--- src/rtl/tdiv_pkg.sv ---
package tdiv_pkg;

  typedef enum logic [2:0] {
    PH_INHIBIT = 3'd0,
    PH_INIT    = 3'd1,
    PH_PRELOAD = 3'd2,
    PH_COUNT   = 3'd3,
    PH_TAIL    = 3'd4
  } phase_e;

  // Strobes from control to datapath; at most one is active per cycle.
  typedef struct packed {
    logic inhibit;
    logic init;
    logic preload;
    logic decrement;
    logic setPulse;
  } ctlStrobes_t;

endpackage

--- src/rtl/tdiv_digit.sv ---
// One decimal digit of the down-counter: borrow wraps 0 to 9.
module tdiv_digit (
  input  logic [3:0] curDigit,
  input  logic       borrowIn,
  output logic [3:0] nextDigit
);
  always_comb begin
    if (!borrowIn)            nextDigit = curDigit;
    else if (curDigit == 4'd0) nextDigit = 4'd9;
    else                      nextDigit = curDigit - 4'd1;
  end
endmodule

--- src/rtl/tdiv_control.sv ---
module tdiv_control
  import tdiv_pkg::*;
#(
  parameter int TAIL_LEN = 8
) (
  input  logic        clk,
  input  logic        rstN,
  input  logic        countZero,
  output ctlStrobes_t strobes
);
  localparam int TW = (TAIL_LEN > 1) ? $clog2(TAIL_LEN) : 1;
  localparam logic [TW-1:0] TAIL_LAST = TW'(TAIL_LEN - 1);

  phase_e         state, stateNext;
  logic [TW-1:0]  tailCnt;

  always_comb begin
    stateNext = state;
    unique case (state)
      PH_INHIBIT: stateNext = PH_INIT;
      PH_INIT:    stateNext = PH_PRELOAD;
      PH_PRELOAD: stateNext = PH_COUNT;
      PH_COUNT:   if (countZero) stateNext = PH_TAIL;
      PH_TAIL:    if (tailCnt == TAIL_LAST) stateNext = PH_INHIBIT;
      default:    stateNext = PH_INHIBIT;
    endcase
  end

  always_ff @(posedge clk) begin
    if (!rstN) begin
      state   <= PH_INHIBIT;
      tailCnt <= '0;
    end else begin
      state <= stateNext;
      if (state == PH_TAIL) tailCnt <= tailCnt + TW'(1);
      else                  tailCnt <= '0;
    end
  end

  always_comb begin
    strobes           = '0;
    strobes.inhibit   = (state == PH_INHIBIT);
    strobes.init      = (state == PH_INIT);
    strobes.preload   = (state == PH_PRELOAD);
    strobes.decrement = (state == PH_COUNT) && !countZero;
    strobes.setPulse  = (state == PH_TAIL) && (tailCnt == TAIL_LAST);
  end

  // reload steps follow each other, one clock each
  assert_inhibit_to_init_R8: assert property (@(posedge clk) disable iff (!rstN)
    state == PH_INHIBIT |=> state == PH_INIT);
  assert_init_to_preload_R8: assert property (@(posedge clk) disable iff (!rstN)
    state == PH_INIT |=> state == PH_PRELOAD);
  assert_preload_to_count_R8: assert property (@(posedge clk) disable iff (!rstN)
    state == PH_PRELOAD |=> state == PH_COUNT);
  // the pulse set is followed by a fresh reload
  assert_set_then_reload_R2: assert property (@(posedge clk) disable iff (!rstN)
    strobes.setPulse |=> state == PH_INHIBIT);
  assert_strobes_exclusive_R8: assert property (@(posedge clk) disable iff (!rstN)
    $onehot0(strobes));

endmodule

--- src/rtl/tdiv_datapath.sv ---
module tdiv_datapath
  import tdiv_pkg::*;
#(
  parameter int DIGITS    = 3,
  parameter int PULSE_LEN = 40
) (
  input  logic                  clk,
  input  logic                  rstN,
  input  ctlStrobes_t           strobes,
  input  logic [4*DIGITS-1:0]   thumbSetting,
  output logic                  countZero,
  output logic                  pulseOut
);
  localparam int WW = (PULSE_LEN > 1) ? $clog2(PULSE_LEN) : 1;
  localparam logic [WW-1:0] WIDTH_LAST = WW'(PULSE_LEN - 1);

  logic [DIGITS-1:0][3:0] cntReg, decNext, clampDigit, loadVal;
  logic [DIGITS-1:0]      lowerZero;
  logic [WW-1:0]          widthCnt;
  logic                   outReg;

  for (genvar i = 0; i < DIGITS; i++) begin : g_digit
    logic [3:0] rawDigit;
    assign rawDigit      = thumbSetting[4*i +: 4];
    assign clampDigit[i] = (rawDigit > 4'd9) ? 4'd9 : rawDigit;

    if (i == 0) begin : g_low
      assign lowerZero[i] = 1'b1;
    end else begin : g_high
      assign lowerZero[i] = (cntReg[i-1:0] == '0);
    end

    tdiv_digit u_digit (
      .curDigit  (cntReg[i]),
      .borrowIn  (lowerZero[i]),
      .nextDigit (decNext[i])
    );

    // each digit stays decimal
    assert_digit_bcd_R9: assert property (@(posedge clk) disable iff (!rstN)
      cntReg[i] <= 4'd9);
  end

  always_comb begin
    loadVal = clampDigit;
    if (clampDigit == '0) loadVal[0] = 4'd1;
  end

  assign countZero = (cntReg == '0);

  always_ff @(posedge clk) begin
    if (!rstN) begin
      cntReg <= '0;
    end else if (strobes.inhibit) begin
      cntReg <= cntReg;
    end else if (strobes.init) begin
      cntReg <= '0;
    end else if (strobes.preload) begin
      cntReg <= loadVal;
    end else if (strobes.decrement) begin
      cntReg <= decNext;
    end
  end

  always_ff @(posedge clk) begin
    if (!rstN) begin
      outReg   <= 1'b0;
      widthCnt <= '0;
    end else if (strobes.setPulse) begin
      outReg   <= 1'b1;
      widthCnt <= WIDTH_LAST;
    end else if (outReg) begin
      if (widthCnt == '0) outReg <= 1'b0;
      else                widthCnt <= widthCnt - WW'(1);
    end
  end

  assign pulseOut = outReg;

  assert_inhibit_holds_R8: assert property (@(posedge clk) disable iff (!rstN)
    strobes.inhibit |=> $stable(cntReg));
  assert_init_clears_R8: assert property (@(posedge clk) disable iff (!rstN)
    strobes.init |=> cntReg == '0);
  // a preload never leaves a zero count
  assert_preload_nonzero_R6: assert property (@(posedge clk) disable iff (!rstN)
    strobes.preload |=> cntReg != '0);
  assert_decrement_moves_R2: assert property (@(posedge clk) disable iff (!rstN)
    strobes.decrement |=> cntReg != $past(cntReg));
  assert_rise_after_set_R1: assert property (@(posedge clk) disable iff (!rstN)
    $rose(pulseOut) |-> $past(strobes.setPulse));

endmodule

--- src/rtl/thumbwheel_divider.sv ---
module thumbwheel_divider
  import tdiv_pkg::*;
#(
  parameter int DIGITS    = 3,
  parameter int TAIL_LEN  = 8,
  parameter int PULSE_LEN = 40
) (
  input  logic                clk,
  input  logic                rstN,
  input  logic [4*DIGITS-1:0] thumbSetting,
  output logic                pulseOut
);
  ctlStrobes_t strobes;
  logic        countZero;

  tdiv_control #(.TAIL_LEN(TAIL_LEN)) u_control (
    .clk       (clk),
    .rstN      (rstN),
    .countZero (countZero),
    .strobes   (strobes)
  );

  tdiv_datapath #(.DIGITS(DIGITS), .PULSE_LEN(PULSE_LEN)) u_datapath (
    .clk          (clk),
    .rstN         (rstN),
    .strobes      (strobes),
    .thumbSetting (thumbSetting),
    .countZero    (countZero),
    .pulseOut     (pulseOut)
  );
endmodule

--- config.mk ---
export PLATFORM = sky130hd
export DESIGN_NAME = thumbwheel_divider
export DESIGN_NICKNAME = d
export VERILOG_FILES = /design/src/rtl/tdiv_pkg.sv /design/src/rtl/tdiv_digit.sv /design/src/rtl/tdiv_control.sv /design/src/rtl/tdiv_datapath.sv /design/src/rtl/thumbwheel_divider.sv
export SDC_FILE = /design/constraint.sdc
export NUM_CORES = 1
export LEC_CHECK = 0
export ABC_AREA = 1
export BUFFER_PORTS_ARGS = -buffer_cell sky130_fd_sc_hd__buf_2
export CAP_MARGIN = 20
export CORE_MARGIN = 8
export CORE_UTILIZATION = 25
export DETAILED_ROUTE_END_ITERATION = 7
export SLEW_MARGIN = 20
export SYNTH_ARGS = -nofsm -noshare
export SYNTH_HDL_FRONTEND = slang
export SYNTH_HIERARCHICAL = 1
export SYNTH_SLANG_ARGS = --single-unit
export TNS_END_PERCENT = 20
--- constraint.sdc ---
create_clock -name clk -period 2.69 [get_ports clk]
set_input_delay 0.269 -clock clk [delete_from_list [all_inputs] [get_ports clk]]
set_output_delay 0.269 -clock clk [all_outputs]
set_load 0.02 [all_outputs]
==> results.md <==
Clock tree:
- The root buffer selected by CTS is sky130_fd_sc_hd__clkbuf_8.
- TritonCTS built the clock tree.
- The clock passes through at most 2 buffers.
- The hold buffer count at cts is 0.
- CTS built an H-tree with a depth of 1.
- The later pin in the worst-skew pair is clocked with a latency of 0.27 ns.
- Once the clock tree was built, the setup fixing pass inserted 0 buffers.
- Clock-pin slew was measured on the worst setup and hold paths at 0.09 ns.
- The quantity of gates resized following cts is 0.
- The tree built by TritonCTS fans out to 25 sinks.
- Buffers inserted during clock tree synthesis total 3.

Final layout:
- From synthesis to final layout, the design area changed by 12.5%.
- Summing all flip-flop and latch instances after layout gives 500 um^2.
- Measured on the finished design, the core utilization comes to 0.288.
- The number of antenna diodes is 0.
- In the final layout, the multi-input gates occupy 936 um^2.
- Of the cells placed in the final design, the portion with a size suffix greater than 1 is 0.159.
- The number of fillers in the final layout is 704.
- After the last flow step, the layout net total stands at 289.

GRT:
- The number of antenna violations at the first check in global routing is 0.
- Global routing finished with a remaining overflow of 0.
- The number of global-route vias before repair is 1446.
- The wire length of the first global-routing pass is 6230 um.
- In the global route stage, overall resource usage came out at 0.0826.
- Entering global routing, the biggest net connects 16 pins.

Yosys:
- For this run, the register share of the synthesized area comes to 0.311.
- For this run, the leading register cell type out of synthesis is sky130_fd_sc_hd__dfxtp_1.
- By area the synthesized netlist is led by sky130_fd_sc_hd__dfxtp_1 (31%), sky130_fd_sc_hd__nand2_1 (18%), sky130_fd_sc_hd__inv_1 (7.5%).
- Counting distinct cell types in the post-synthesis netlist gives 34.
- The count of flip-flops with a built-in enable after synthesis is 0.
- sky130_fd_sc_hd__dfxtp_1 takes more of the synthesized area than any other cell.
- The total number of yosys warnings is 6.
- The cell count after synthesis is 254.
- The register bit total from synthesis is 25.
- The share of the synthesized area in the top cell type is 0.311.
- The cell area after synthesis is 1610 um^2.
- The synthesized area per cell is 6.33 um^2.
- In the synthesized netlist the async set-or-reset flop fraction comes to 0.

Setup path:
- Walking the worst path, the cells encountered are or2_2, nor4_2, and2_1, nor3_2, o31ai_2, buf_4, nand2_1, a21oi_1.
- The buffer and inverter count on the worst path is 1.
- The capturing element type of the critical path is a register.
- In this run the register-to-register setup slack is 0.42 ns.
- The worst path required time is 2.89 ns.
- For this design, the slowest cell found on the critical path is sky130_fd_sc_hd__nor4_2.
- The startpoint type of the worst setup path is a register.
- Along the worst path, the maximum fanout reaches 8.
- The critical path class is register to register.
- The stage delay of the slowest cell on the critical path is 0.41 ns.
- The kind of cell adding the most delay to the critical path is simple AND/OR/NAND/NOR gates.
- The data arrival at the endpoint of the critical path is 2.47 ns.

Floorplan:
- The initialized floorplan defines 29 standard-cell rows.
- The vertical die dimension is 96.2 um.
- The number of top-level design ports is 15.
- The core area is 6280 um^2.
- The width of the chip is 96.2 um.
- The initial utilization of the core area, before any placement, comes to 0.256.
- The floorplan step defined a die boundary enclosing 9260 um^2.

STA:
- The count of endpoints failing hold in the final timing report came to 0.
- Setup violations remaining at the end of the flow were counted as 0.
- The final-layout setup total negative slack is 0 ns.
- The final-report max-slew violation count is 0.
- The actual transition at the worst max-transition pin is 0.625 ns.
- The worst max-slew margin expressed relative to the limit is 0.579.
- Subtracting the final worst setup slack from the clock period gives 2.27 ns.
- Setup repair after global routing left no endpoint under its margin.
- The part of the cycle the worst path needs is 0.845.
- The post-route clock skew is 0.00909 ns.
- Derived from the worst setup path, the maximum achievable clock frequency is 440 MHz.

Power:
- The maximum resistive drop on vdd is 0.000251 V.
- The analysis attributes to cell leakage a power of 0.819 nW.
- The power density over the cells is 444 nW/um^2.

Place:
- The number of buffers added on ports is 14.
- Routability-driven placement finished with a final weighted congestion of 0.883.
- The HPWL after detailed placement is 2700 um.

Drt:
- For this block, the routed nets add up to 3520 um of wire.
- The detail route stage leaves a number of antenna-violating nets equal to 0.
- After detailed routing, the number of vias per cell comes to 4.41.
- The routed layout has 1535 vias.
- The routed wire length per instance is 10.1 um.
- The first detailed-routing pass ran for 4 iterations.
- After detailed routing, the number of remaining DRC violations is 0.
- For this block, the initial DRC count from the detailed router was 60.

Flow run:
- The count of maximum capacitance violations is 0.

Run status:
- The run finished with clean final reports.

Min path:
- The tightest min-delay check is of the input pin to register type.
==> per-stage QoR <==
| step | instance area (um^2) | total power (W) | cells | hold slack (ns) | worst slack (ns) |
|---|---|---|---|---|---|
| floorplan | 1620 | 0.000548 | 256 | 0.367 | 0.762 |
| global placement | 1760 | 0.000587 | 344 | 0.409 | 0.528 |
| detailed placement | 1760 | 0.000589 | 344 | 0.417 | 0.456 |
| CTS | 1810 | 0.000818 | 348 | 0.277 | 0.420 |
| global route | 1810 | 0.000864 | 348 | 0.284 | 0.178 |
| finish | 1810 | 0.000804 | 348 | 0.284 | 0.417 |
==> registers in the layout, indices dropped and copies added (netlist names) <==
signal and count:
u_datapath/widthCnt 6, u_control/state 3, u_control/tailCnt 3, u_datapath/pulseOut 1, u_datapath/cntReg 12
==> area by class of cell <==
cell class,instances,share of cell area
multi-input cells,186,0.517
clock inverters,1,0.00276
inverters,41,0.0850
repair buffers,15,0.0428
flip-flops and latches,25,0.276
clock buffers,3,0.0228
well taps,77,0.0532
==> final timing paths <==
kind	start	endpoint	depth (start not counted)
setup / recovery	u_datapath/cntReg[7]	u_datapath/cntReg[4]	8
hold / removal	rstN	u_datapath/widthCnt[5]	3
setup reg to reg	u_datapath/cntReg[7]	u_datapath/cntReg[4]	8
hold reg to reg	u_control/tailCnt[0]	u_control/tailCnt[0]	1
==> routing by layer <==
metal,part of all wire,track usage,vias up
li1,-,-,840
met1,0.50,0.106,672
met2,0.44,0.139,19
met3,0.052,0.0203,4
met4,0.0074,0.0115,0
met5,0,0,-
==> cell families after synthesis <==
| logic type | count (synthesis) | synth area share |
|---|---|---|
| and+or+nand+nor | 140 | 0.390 |
| DFF | 25 | 0.311 |
| adders and majority gates | 3 | 0.0233 |
| xor gates and xnor gates | 3 | 0.0163 |
| other | 1 | 0.00233 |
| AOI/OAI and AO/OA | 37 | 0.145 |
| buffers and inverters | 45 | 0.112 |
==> cell usage in the layout, fill, tap and decap left out, types with 2 or more instances in the layout <==
| cell type | n |
|---|---|
| sky130_fd_sc_hd__nand2_1 | 78 |
| sky130_fd_sc_hd__o21ai_1 | 2 |
| sky130_fd_sc_hd__nand3b_1 | 3 |
| sky130_fd_sc_hd__clkbuf_8 | 3 |
| sky130_fd_sc_hd__xor2_1 | 2 |
| sky130_fd_sc_hd__nor2_2 | 3 |
| sky130_fd_sc_hd__a21oi_2 | 5 |
| sky130_fd_sc_hd__a21oi_1 | 17 |
| sky130_fd_sc_hd__inv_2 | 9 |
| sky130_fd_sc_hd__o21ai_0 | 4 |
| sky130_fd_sc_hd__conb_1 | 3 |
| sky130_fd_sc_hd__o211ai_1 | 5 |
| sky130_fd_sc_hd__nor2_1 | 24 |
| sky130_fd_sc_hd__nand4_1 | 6 |
| sky130_fd_sc_hd__dfxtp_1 | 25 |
| sky130_fd_sc_hd__a22o_1 | 2 |
| sky130_fd_sc_hd__inv_1 | 32 |
| sky130_fd_sc_hd__nor4_1 | 2 |
| sky130_fd_sc_hd__nand3_1 | 12 |
| sky130_fd_sc_hd__ha_1 | 3 |
| sky130_fd_sc_hd__nor3_1 | 3 |
| sky130_fd_sc_hd__buf_2 | 14 |
==> tightest hold or removal path, delay by kind of cell <==
kind	cells	cell delay, ns
and+or+nand+nor	1	0.07
buffers and inverters	2	0.17
==> cell usage after synthesis (2+ instances only) <==
cell type and n:
sky130_fd_sc_hd__nor2_1 24, sky130_fd_sc_hd__buf_4 3, sky130_fd_sc_hd__ha_1 3, sky130_fd_sc_hd__nand2_1 78, sky130_fd_sc_hd__inv_2 9, sky130_fd_sc_hd__nand4_1 6, sky130_fd_sc_hd__inv_1 32, sky130_fd_sc_hd__nor2_2 3
sky130_fd_sc_hd__a22o_1 2, sky130_fd_sc_hd__a21oi_2 5, sky130_fd_sc_hd__xor2_1 2, sky130_fd_sc_hd__a21oi_1 17, sky130_fd_sc_hd__nand3_1 12, sky130_fd_sc_hd__dfxtp_1 25, sky130_fd_sc_hd__o211ai_1 5, sky130_fd_sc_hd__nand3b_1 3
sky130_fd_sc_hd__nor4_1 2, sky130_fd_sc_hd__o21ai_0 4, sky130_fd_sc_hd__nor3_1 3, sky130_fd_sc_hd__o21ai_1 2
==> report_power, final <==
group | switching [W] | internal, W | leakage [nW] | total [W]
Clock | 0.000119 | 0.000104 | 0.0255 | 0.000222
Combinational | 0.000119 | 0.0000667 | 0.592 | 0.000185
Sequential | 0.0000153 | 0.000381 | 0.202 | 0.000396
Note: power is estimated with default switching activity, not from simulation.
